$ cat src/rtl/iowin_pkg.sv
package iowin_pkg;

  typedef enum logic [1:0] {
    SZ_BYTE = 2'd0,
    SZ_HALF = 2'd1,
    SZ_WORD = 2'd2,
    SZ_RSVD = 2'd3
  } acc_size_e;

  typedef enum logic [1:0] {
    RGN_NONE  = 2'd0,
    RGN_IOWIN = 2'd1,
    RGN_IACK  = 2'd2
  } region_e;

  typedef enum logic {
    ST_IDLE = 1'b0,
    ST_IO   = 1'b1
  } bridge_state_e;

endpackage

$ cat src/rtl/iowin_decode.sv
module iowin_decode
  import iowin_pkg::*;
#(
  parameter int                ADDR_W    = 32,
  parameter int                WIN_LOG2  = 23,
  parameter logic [ADDR_W-1:0] WIN_BASE  = 32'h8000_0000,
  parameter int                IACK_LOG2 = 2,
  parameter logic [ADDR_W-1:0] IACK_ADDR = 32'hBFFF_FFF0
) (
  input  logic [ADDR_W-1:0] addr,
  output region_e           region,
  output logic              iack_exact
);

  logic hit_win;
  logic hit_iack;

  assign hit_win    = (addr[ADDR_W-1:WIN_LOG2] == WIN_BASE[ADDR_W-1:WIN_LOG2]);
  assign hit_iack   = (addr[ADDR_W-1:IACK_LOG2] == IACK_ADDR[ADDR_W-1:IACK_LOG2]);
  assign iack_exact = hit_iack && (addr[IACK_LOG2-1:0] == IACK_ADDR[IACK_LOG2-1:0]);

  always_comb begin
    if (hit_win)       region = RGN_IOWIN;
    else if (hit_iack) region = RGN_IACK;
    else               region = RGN_NONE;
  end

endmodule

$ cat src/rtl/iowin_addr_xlate.sv
module iowin_addr_xlate #(
  parameter int IO_W  = 16,
  parameter int OFS_W = 5,
  localparam int PAGE_W = IO_W - OFS_W
) (
  input  logic              sparse,
  input  logic [IO_W-1:0]   low_field,
  input  logic [PAGE_W-1:0] page_field,
  output logic [IO_W-1:0]   io_addr
);

  logic [IO_W-1:0] folded;

  // Page number lands just above the in-page offset.
  assign folded  = {page_field, low_field[OFS_W-1:0]};
  assign io_addr = sparse ? folded : low_field;

endmodule

$ cat src/rtl/iowin_lane_swap.sv
module iowin_lane_swap
  import iowin_pkg::*;
#(
  parameter int DATA_W = 32,
  localparam int BYTES = DATA_W / 8
) (
  input  logic [DATA_W-1:0] din,
  input  logic [1:0]        size,
  input  logic              big_endian,
  output logic [DATA_W-1:0] dout
);

  logic [DATA_W-1:0] rev_all;
  logic [DATA_W-1:0] half_le;
  logic [DATA_W-1:0] half_be;
  logic [DATA_W-1:0] byte_only;

  for (genvar g = 0; g < BYTES; g++) begin : g_rev
    assign rev_all[g*8 +: 8] = din[(BYTES-1-g)*8 +: 8];
  end

  assign byte_only = {{(DATA_W-8){1'b0}},  din[7:0]};
  assign half_le   = {{(DATA_W-16){1'b0}}, din[15:0]};
  assign half_be   = {{(DATA_W-16){1'b0}}, din[7:0], din[15:8]};

  always_comb begin
    case (acc_size_e'(size))
      SZ_BYTE: dout = byte_only;
      SZ_HALF: dout = big_endian ? half_be : half_le;
      default: dout = big_endian ? rev_all : din;
    endcase
  end

endmodule

$ cat src/rtl/iowin_bridge.sv
module iowin_bridge
  import iowin_pkg::*;
#(
  parameter int                ADDR_W    = 32,
  parameter int                DATA_W    = 32,
  parameter int                IO_W      = 16,
  parameter int                OFS_W     = 5,
  parameter int                PAGE_LSB  = 12,
  parameter int                WIN_LOG2  = 23,
  parameter logic [ADDR_W-1:0] WIN_BASE  = 32'h8000_0000,
  parameter logic [ADDR_W-1:0] IACK_ADDR = 32'hBFFF_FFF0,
  parameter int                VEC_W     = 8
) (
  input  logic              clk,
  input  logic              rst,
  input  logic              map_sparse,
  input  logic              big_endian,
  input  logic              cpu_req,
  input  logic              cpu_we,
  input  logic [1:0]        cpu_size,
  input  logic [ADDR_W-1:0] cpu_addr,
  input  logic [DATA_W-1:0] cpu_wdata,
  output logic              cpu_ready,
  output logic              cpu_err,
  output logic [DATA_W-1:0] cpu_rdata,
  output logic              io_req,
  output logic              io_we,
  output logic [1:0]        io_size,
  output logic [IO_W-1:0]   io_addr,
  output logic [DATA_W-1:0] io_wdata,
  input  logic              io_ack,
  input  logic [DATA_W-1:0] io_rdata,
  input  logic [VEC_W-1:0]  iack_vec
);

  localparam int PAGE_W   = IO_W - OFS_W;
  localparam int PAGE_MSB = PAGE_LSB + PAGE_W - 1;

  bridge_state_e     state;
  region_e           region;
  logic              iack_exact;
  logic              be_q;
  logic [IO_W-1:0]   xl_addr;
  logic [DATA_W-1:0] wr_lane;
  logic [DATA_W-1:0] rd_src;
  logic [1:0]        rd_size;
  logic              rd_be;
  logic [DATA_W-1:0] rd_lane;
  logic [DATA_W-1:0] vec_ext;

  assign vec_ext = {{(DATA_W-VEC_W){1'b0}}, iack_vec};

  iowin_decode #(
    .ADDR_W    (ADDR_W),
    .WIN_LOG2  (WIN_LOG2),
    .WIN_BASE  (WIN_BASE),
    .IACK_LOG2 (2),
    .IACK_ADDR (IACK_ADDR)
  ) u_decode (
    .addr       (cpu_addr),
    .region     (region),
    .iack_exact (iack_exact)
  );

  iowin_addr_xlate #(
    .IO_W  (IO_W),
    .OFS_W (OFS_W)
  ) u_xlate (
    .sparse     (map_sparse),
    .low_field  (cpu_addr[IO_W-1:0]),
    .page_field (cpu_addr[PAGE_MSB:PAGE_LSB]),
    .io_addr    (xl_addr)
  );

  iowin_lane_swap #(.DATA_W(DATA_W)) u_wswap (
    .din        (cpu_wdata),
    .size       (cpu_size),
    .big_endian (big_endian),
    .dout       (wr_lane)
  );

  // Read lane stage is shared between the I/O return and the vector read.
  assign rd_src  = (state == ST_IO) ? io_rdata : vec_ext;
  assign rd_size = (state == ST_IO) ? io_size  : cpu_size;
  assign rd_be   = (state == ST_IO) ? be_q     : big_endian;

  iowin_lane_swap #(.DATA_W(DATA_W)) u_rswap (
    .din        (rd_src),
    .size       (rd_size),
    .big_endian (rd_be),
    .dout       (rd_lane)
  );

  always_ff @(posedge clk) begin
    if (rst) begin
      state     <= ST_IDLE;
      io_req    <= 1'b0;
      io_we     <= 1'b0;
      io_size   <= 2'd0;
      io_addr   <= '0;
      io_wdata  <= '0;
      be_q      <= 1'b0;
      cpu_ready <= 1'b0;
      cpu_err   <= 1'b0;
      cpu_rdata <= '0;
    end else begin
      cpu_ready <= 1'b0;
      cpu_err   <= 1'b0;
      case (state)
        ST_IDLE: begin
          if (cpu_req) begin
            case (region)
              RGN_IOWIN: begin
                io_req   <= 1'b1;
                io_we    <= cpu_we;
                io_size  <= cpu_size;
                io_addr  <= xl_addr;
                io_wdata <= wr_lane;
                be_q     <= big_endian;
                state    <= ST_IO;
              end
              RGN_IACK: begin
                cpu_ready <= 1'b1;
                cpu_rdata <= (!cpu_we && iack_exact) ? rd_lane : '0;
              end
              default: cpu_err <= 1'b1;
            endcase
          end
        end
        ST_IO: begin
          if (io_ack) begin
            io_req    <= 1'b0;
            cpu_ready <= 1'b1;
            cpu_rdata <= io_we ? '0 : rd_lane;
            state     <= ST_IDLE;
          end
        end
        default: state <= ST_IDLE;
      endcase
    end
  end


  ready_err_excl_chk: assert property (@(posedge clk) disable iff (rst)
    !(cpu_ready && cpu_err));


  err_no_io_chk: assert property (@(posedge clk) disable iff (rst)
    $rose(cpu_err) |-> !io_req);


  io_hold_chk: assert property (@(posedge clk) disable iff (rst)
    (io_req && !io_ack) |=> (io_req && $stable(io_addr) && $stable(io_wdata)));


  ack_ready_chk: assert property (@(posedge clk) disable iff (rst)
    (io_req && io_ack) |=> (cpu_ready && !io_req));


  dense_map_chk: assert property (@(posedge clk) disable iff (rst)
    ($rose(io_req) && !$past(map_sparse)) |-> (io_addr == $past(cpu_addr[IO_W-1:0])));


  sparse_map_chk: assert property (@(posedge clk) disable iff (rst)
    ($rose(io_req) && $past(map_sparse)) |->
      (io_addr == {$past(cpu_addr[PAGE_MSB:PAGE_LSB]), $past(cpu_addr[OFS_W-1:0])}));

endmodule

$ cat config.mk
export PLATFORM = sky130hd
export DESIGN_NAME = iowin_bridge
export DESIGN_NICKNAME = d
export VERILOG_FILES = /design/src/rtl/iowin_pkg.sv /design/src/rtl/iowin_decode.sv /design/src/rtl/iowin_addr_xlate.sv /design/src/rtl/iowin_lane_swap.sv /design/src/rtl/iowin_bridge.sv
export SDC_FILE = /design/constraint.sdc
export NUM_CORES = 1
export LEC_CHECK = 0
export CORE_MARGIN = 10
export CORE_UTILIZATION = 30
export CTS_CLUSTER_DIAMETER = 150
export DETAILED_ROUTE_END_ITERATION = 8
export SKIP_CTS_REPAIR_TIMING = 1
export SLEW_MARGIN = 20
export SYNTH_ARGS = -nofsm -noshare
export SYNTH_HDL_FRONTEND = slang
export SYNTH_SLANG_ARGS = --single-unit
$ cat constraint.sdc
create_clock -name clk -period 1.9 [get_ports clk]
set_input_delay 0.475 -clock clk [delete_from_list [all_inputs] [get_ports clk]]
set_output_delay 0.475 -clock clk [all_outputs]
set_load 0.05 [all_outputs]
==> results of run 1 <==
[per-stage QoR]
| stage | setup WS [ps] | utilization |
|---|---|---|
| after global placement | -609.9 | 0.4528 |
| after CTS | -300.2 | 0.4729 |
| after detailed placement | -650.4 | 0.4528 |
| after global routing | -34.22 | 0.4951 |
| final | 47.96 | 0.4953 |
| after floorplan | 79.40 | - |
[path summary, 6_finish.rpt]
| check | depth (start not counted) | start | endpoint | slack, ps |
|---|---|---|---|---|
| worst max-delay path | 8 | cpu_req | cpu_rdata[26] | 50 |
| worst min-delay path | 3 | cpu_addr[2] | io_addr[2] | 420 |
| worst max register to register | 7 | state | cpu_rdata[6] | 60 |
| worst min register to register | 2 | io_addr[0] | io_addr[0] | 460 |
[synth_stat cells (all sizes together)]
library cell,count,area (µm²)
a211o,5,43.79
a211oi,13,102.6
a21boi,1,7.510
a21oi,78,390.4
a31o,1,8.760
a31oi,5,31.28
a32o,2,21.27
a32oi,4,53.81
and2,6,37.54
buf,23,126.4
clkbuf,29,108.9
clkinv,1,3.750
dfxtp,88,1762
inv,1,3.750
mux2,18,202.7
mux2i,42,424.2
nand2,115,431.7
nand2b,6,37.54
nand3,22,115.1
nand3b,14,105.1
nand4,5,37.53
nand4b,1,8.760
nand4bb,1,11.26
nor2,29,111.4
nor2b,6,37.54
nor3,1,5.000
nor3b,1,7.510
nor4,4,61.31
o2111ai,13,113.9
o211ai,13,97.59
o21ai,3,15.01
o21bai,5,37.54
o22ai,17,106.4
o2bb2ai,3,26.28
o31ai,11,82.58
or2,2,12.51
or3,4,25.02
[worst register-to-register path: stages, from the launching register on]
cell and delay [ps]:
dfxtp_1 310, buf_4 190, mux2i_4 220, a211o_1 290, a211oi_1 230, o31ai_1 100
buf_4 150, a32o_1 240
[per-layer routing]
layer	track usage	wire length [µm]
met5	0	0
met3	0.05068	1716
met4	0.06406	408
met1	0.2179	8565
met2	0.2858	9533
[power groups by stage]
| stage | sequential (mW) | combinational (mW) | clock, mW |
|---|---|---|---|
| global route | 1.85 | 0.738 | 2.02 |
| floorplan | 1.90 | 0.243 | 0 |
| CTS | 1.85 | 0.671 | 1.95 |
| finish | 1.85 | 0.690 | 1.90 |
| detailed placement | 1.89 | 0.665 | 0 |
| global placement | 1.89 | 0.667 | 0 |
[layout make-up]
cell class	count	area (µm²)
multi-input cells	451	2947
repair buffers	264	2530
well taps	216	270.3
clock buffers	12	266.5
inverters	2	7.507
diodes	1	2.502
clock inverters	4	51.30
fillers	1517	7989
flip-flops and latches	88	1764
[state kept, by name, indices dropped and copies added (netlist names), 2 cells and up]
register	cells
io_size	2
io_addr	16
io_wdata	32
cpu_rdata	32
[kinds of logic after synthesis]
logic type / Yosys count / synth area share
DFF: 88 / 0.3659
buffers and inverters: 54 / 0.05041
muxes: 60 / 0.1302
AOI/OAI and AO/OA: 174 / 0.2365
and+or+nand+nor: 217 / 0.2170
==> run metrics, run 1 <==
fin nets 929; Max Root-Sink Buffers 2; die footprint 21,520 µm²; Die Wd ~150 µm; All-Layer GR Usage 0.1766; Clock power frac 0.428; Worst Path Required approximately 2200 ps; critical path launch point type input pin; Slew Viols, Final 0; CP max stage cell clkdlybuf4s50_1; Setup Viol. Count Final 0; crit-path cells clkdlybuf4s50_1, nand2b_4, a31oi_4, buf_4, a32o_2, buf_12, nand3_4, o31ai_1; drt first pass iters 5; status complete, no violations; Peak VDD IR just under 0.4 mV; share of cells above drive strength 1 0.2631; yosys warns 0; Overflow after GRT 0; fin cells between 1,000 and 1,500; Pwr Total 4.435 mW; most common cell after layout, fill and taps aside buf_4; largest net degree at the start of global routing 44; placement row count 46; final instance area 7839 µm²; CP bufs+invs 3; crit-path max cell delay 510 ps; HPWL after DPL 15,260 µm; Die Ht about 150 µm; headroom to the max-slew limit 0.7347; vias in the first global route 5,427; min Tclk post-route between 1500 and 2000 ps; WHS 418.4 ps; Mean Syn Cell Area slightly above 8 µm²; clk root buf clkbuf_16; part of the power in registers 0.416; Buffers on Ports 198; Hold Vio Cnt, Final 0; routed via count 5,400; crit-path leading delay family buffers and inverters; pwr dens between 500 and 600 nW/µm²; first-pass GRT wire length approximately 31,000 µm; sequential fraction of the synthesis area 0.3659; Tcrit/Tclk final 0.9748; Post-Syn Nets about 710; Fmax 539.9 MHz; placeable core area 15,830 µm²; Area growth syn-to-layout 62.81%; Sw Share 0.2449; number of routed nets with antenna violations 0; Int Power between 3 and 4 mW; max_cap viols 0; # IOs approximately 200; Initial DRC Count 370; GP Congestion 0.8837; Syn Inst Count around 590; TritonCTS clock tree built; Area after DPL roughly 7200 µm²; total CTS buffers 9; clk_skew 4.935 ps; crit path DAT ~2100 ps; initial antenna violation count 1; Worst-Margin Slew approximately 400 ps; min-delay worst type input pin to register; crit path max fanout 8; clk sinks between 80 and 90; # DRC 0; Leakage 3.166 nW; switching power around 1.1 mW; Worst-Skew Late Latency between 300 and 400 ps; CP Capture Type register; post-synthesis register bit count just under 90; initial cell density of the core 0.3042; Combinational Power Share 0.156; most frequent cells in the layout buf_4, nand2_1, dfxtp_1, clkdlybuf4s50_1, a21oi_1; setup TNS 0 ps; Reg clk slew, reported paths around 60 ps; drt via density approximately 5.2; # placed instances between 1,000 and 1,500; Routed WL 20,220 µm; H-tree depth 3; routed len/inst between 15 and 20 µm; Post-Syn Area roughly 4800 µm²; Crit Path Class input pin to register; post-synth cell types 50
No activity file was read; power rests on OpenSTA's default activity.
==> inputs of run 2 (changes only) <==
CELL_PAD_IN_SITES_DETAIL_PLACEMENT = 1   (was not set)
CELL_PAD_IN_SITES_GLOBAL_PLACEMENT = 2   (was not set)
DONT_BUFFER_PORTS = 1   (was not set)
PLACE_DENSITY_LB_ADDON = 0.1   (was not set)
clock period = 1.8 ns   (was 1.9 ns; I/O delays follow)
==> run 2 against run 1 <==
Effect of this change:
- setup slack gained 26 ps
- flip-flop and latch count stayed put
- clock power hardly changed
- sequential power is 6% higher
- power decreased by 7.4%
- clock skew increased by 4.9 ps
- critical endpoint is now cpu_rdata[16]
- clock-buffer cell count fell by 1
- register-to-register slack hardly changed
- worst hold slack got worse by 230 ps
==> run metrics, run 2 (synthesis gave the netlist of run 1 again) <==
crit path DAT about 2000 ps; clk_skew roughly 10 ps; Worst-Margin Slew about 610 ps; critical path launch point type register; final core utilization 0.3472; routed len/inst roughly 24 µm; headroom to the max-slew limit 0.5944; die footprint between 20,000 and 25,000 µm²; placeable core area ~16,000 µm²; CP Capture Type register; fin nets slightly below 700; drt first pass iters 4; Leakage about 1.7 nW; first-pass GRT wire length 28,340 µm; Combinational Power Share 0.066; # IOs just under 200; Initial DRC Count around 140; clk root buf clkbuf_16; Setup Viol. Count Final 0; Int Power roughly 3.2 mW; routed via count around 4,500; # DRC 0; pwr dens between 700 and 800 nW/µm²; status complete, no violations; switching power just over 0.9 mW; Slew Viols, Final 0; TritonCTS clock tree built; CP max stage cell or3_1; RSZ-0062 raised after global routing true; Max Root-Sink Buffers 2; largest registers cpu_rdata (32), io_wdata (32), io_addr (16); All-Layer GR Usage 0.1694; most common cell after layout, fill and taps aside nand2_1; initial cell density of the core 0.3042; HPWL after DPL between 10,000 and 15,000 µm; Reg clk slew, reported paths approximately 60 ps; Tcrit/Tclk final 0.9591; H-tree depth 3; total CTS buffers 9; Fill cells 1,889; Die Ht between 100 and 150 µm; n_diodes 0; min Tclk post-route 1726 ps; Crit Path Class register to register; part of the power in registers 0.477; Fmax between 500 and 600 MHz; number of routed nets with antenna violations 0; Overflow after GRT 0; largest net degree at the start of global routing 97; share of cells above drive strength 1 0.1433; max_cap viols 0; r2r setup slk roughly 74 ps; crit path max fanout 17; min-delay worst type input pin to register; drt via density 5.589; crit-path max cell delay 370 ps; Worst Path Required 2070 ps; Hold Vio Cnt, Final 0; # placed instances ~790; most frequent cells in the layout nand2_1, dfxtp_1, a21oi_1, mux2i_1, nor2_1; Routed WL ~19,000 µm; clk sinks 88; Area after DPL about 5000 µm²; Peak VDD IR 0.3992 mV; initial antenna violation count 0; final instance area roughly 5500 µm²; vias in the first global route approximately 4,600; fin cells about 800; Worst-Skew Late Latency 350 ps; GP Congestion around 0.84; Sw Share 0.2251; Clock power frac 0.457; crit-path cells nand2b_1, a31oi_2, a32oi_4, buf_12, or3_1, a21oi_1; Buffers on Ports 0; Area growth syn-to-layout 14.14%; Die Wd around 150 µm; placement row count 46
-- run 2: layout make-up --
class,instances,area (µm²),share of cell area
multi-input combinational,451,2868,0.5219
sequential,88,1764,0.3210
timing repair buffer,31,299.0,0.05442
tap,216,270.3,0.04918
clock buffer,11,242.7,0.04417
clock inverter,3,43.79,0.007969
inverter,2,7.507,0.001366
-- run 2: final timing paths --
check	from	endpoint	cells after the start
setup reg to reg	state	cpu_rdata[16]	6
hold reg to reg	io_size[0]	io_size[0]	2
hold / removal	rst	io_addr[6]	1
setup / recovery	state	cpu_rdata[16]	6
-- run 2: power by group through the flow --
stage / sequential [mW] / clock, mW / combinational [mW]
after floorplan: 2.00 / 0 / 0.256
after global placement: 2.00 / 0 / 0.264
after detailed placement: 2.00 / 0 / 0.267
after CTS: 1.96 / 1.97 / 0.269
after global routing: 1.96 / 2.05 / 0.296
final: 1.96 / 1.88 / 0.271
-- run 2: critical path: cells and delay by family (launching register included) --
kind | cells | cell delay [ps]
buffers and inverters | 1 | 180
and+or+nand+nor | 2 | 540
AOI/OAI and AO/OA | 3 | 600
DFF | 1 | 320
-- run 2: stage by stage --
step	hold WS (ps)	setup TNS (ps)	power, mW	setup WS, ps
final	184.0	0	4.107	73.66
after global routing	160.8	-9.614	4.298	-4.824
after CTS	155.6	-319.4	4.193	-66.01
after detailed placement	465.4	-6582	2.268	-283.5
after global placement	462.6	-5378	2.265	-207.4
after floorplan	578.5	0	2.257	4.404
-- run 2: per-layer routing --
metal | vias up | GRT usage | wire length [µm]
met3 | 16 | 0.1020 | 2476
met2 | 141 | 0.2889 | 9351
met1 | 2197 | 0.1665 | 6938
met4 | 0 | 0.05806 | 364
met5 | - | 0 | 0
li1 | 2128 | - | -
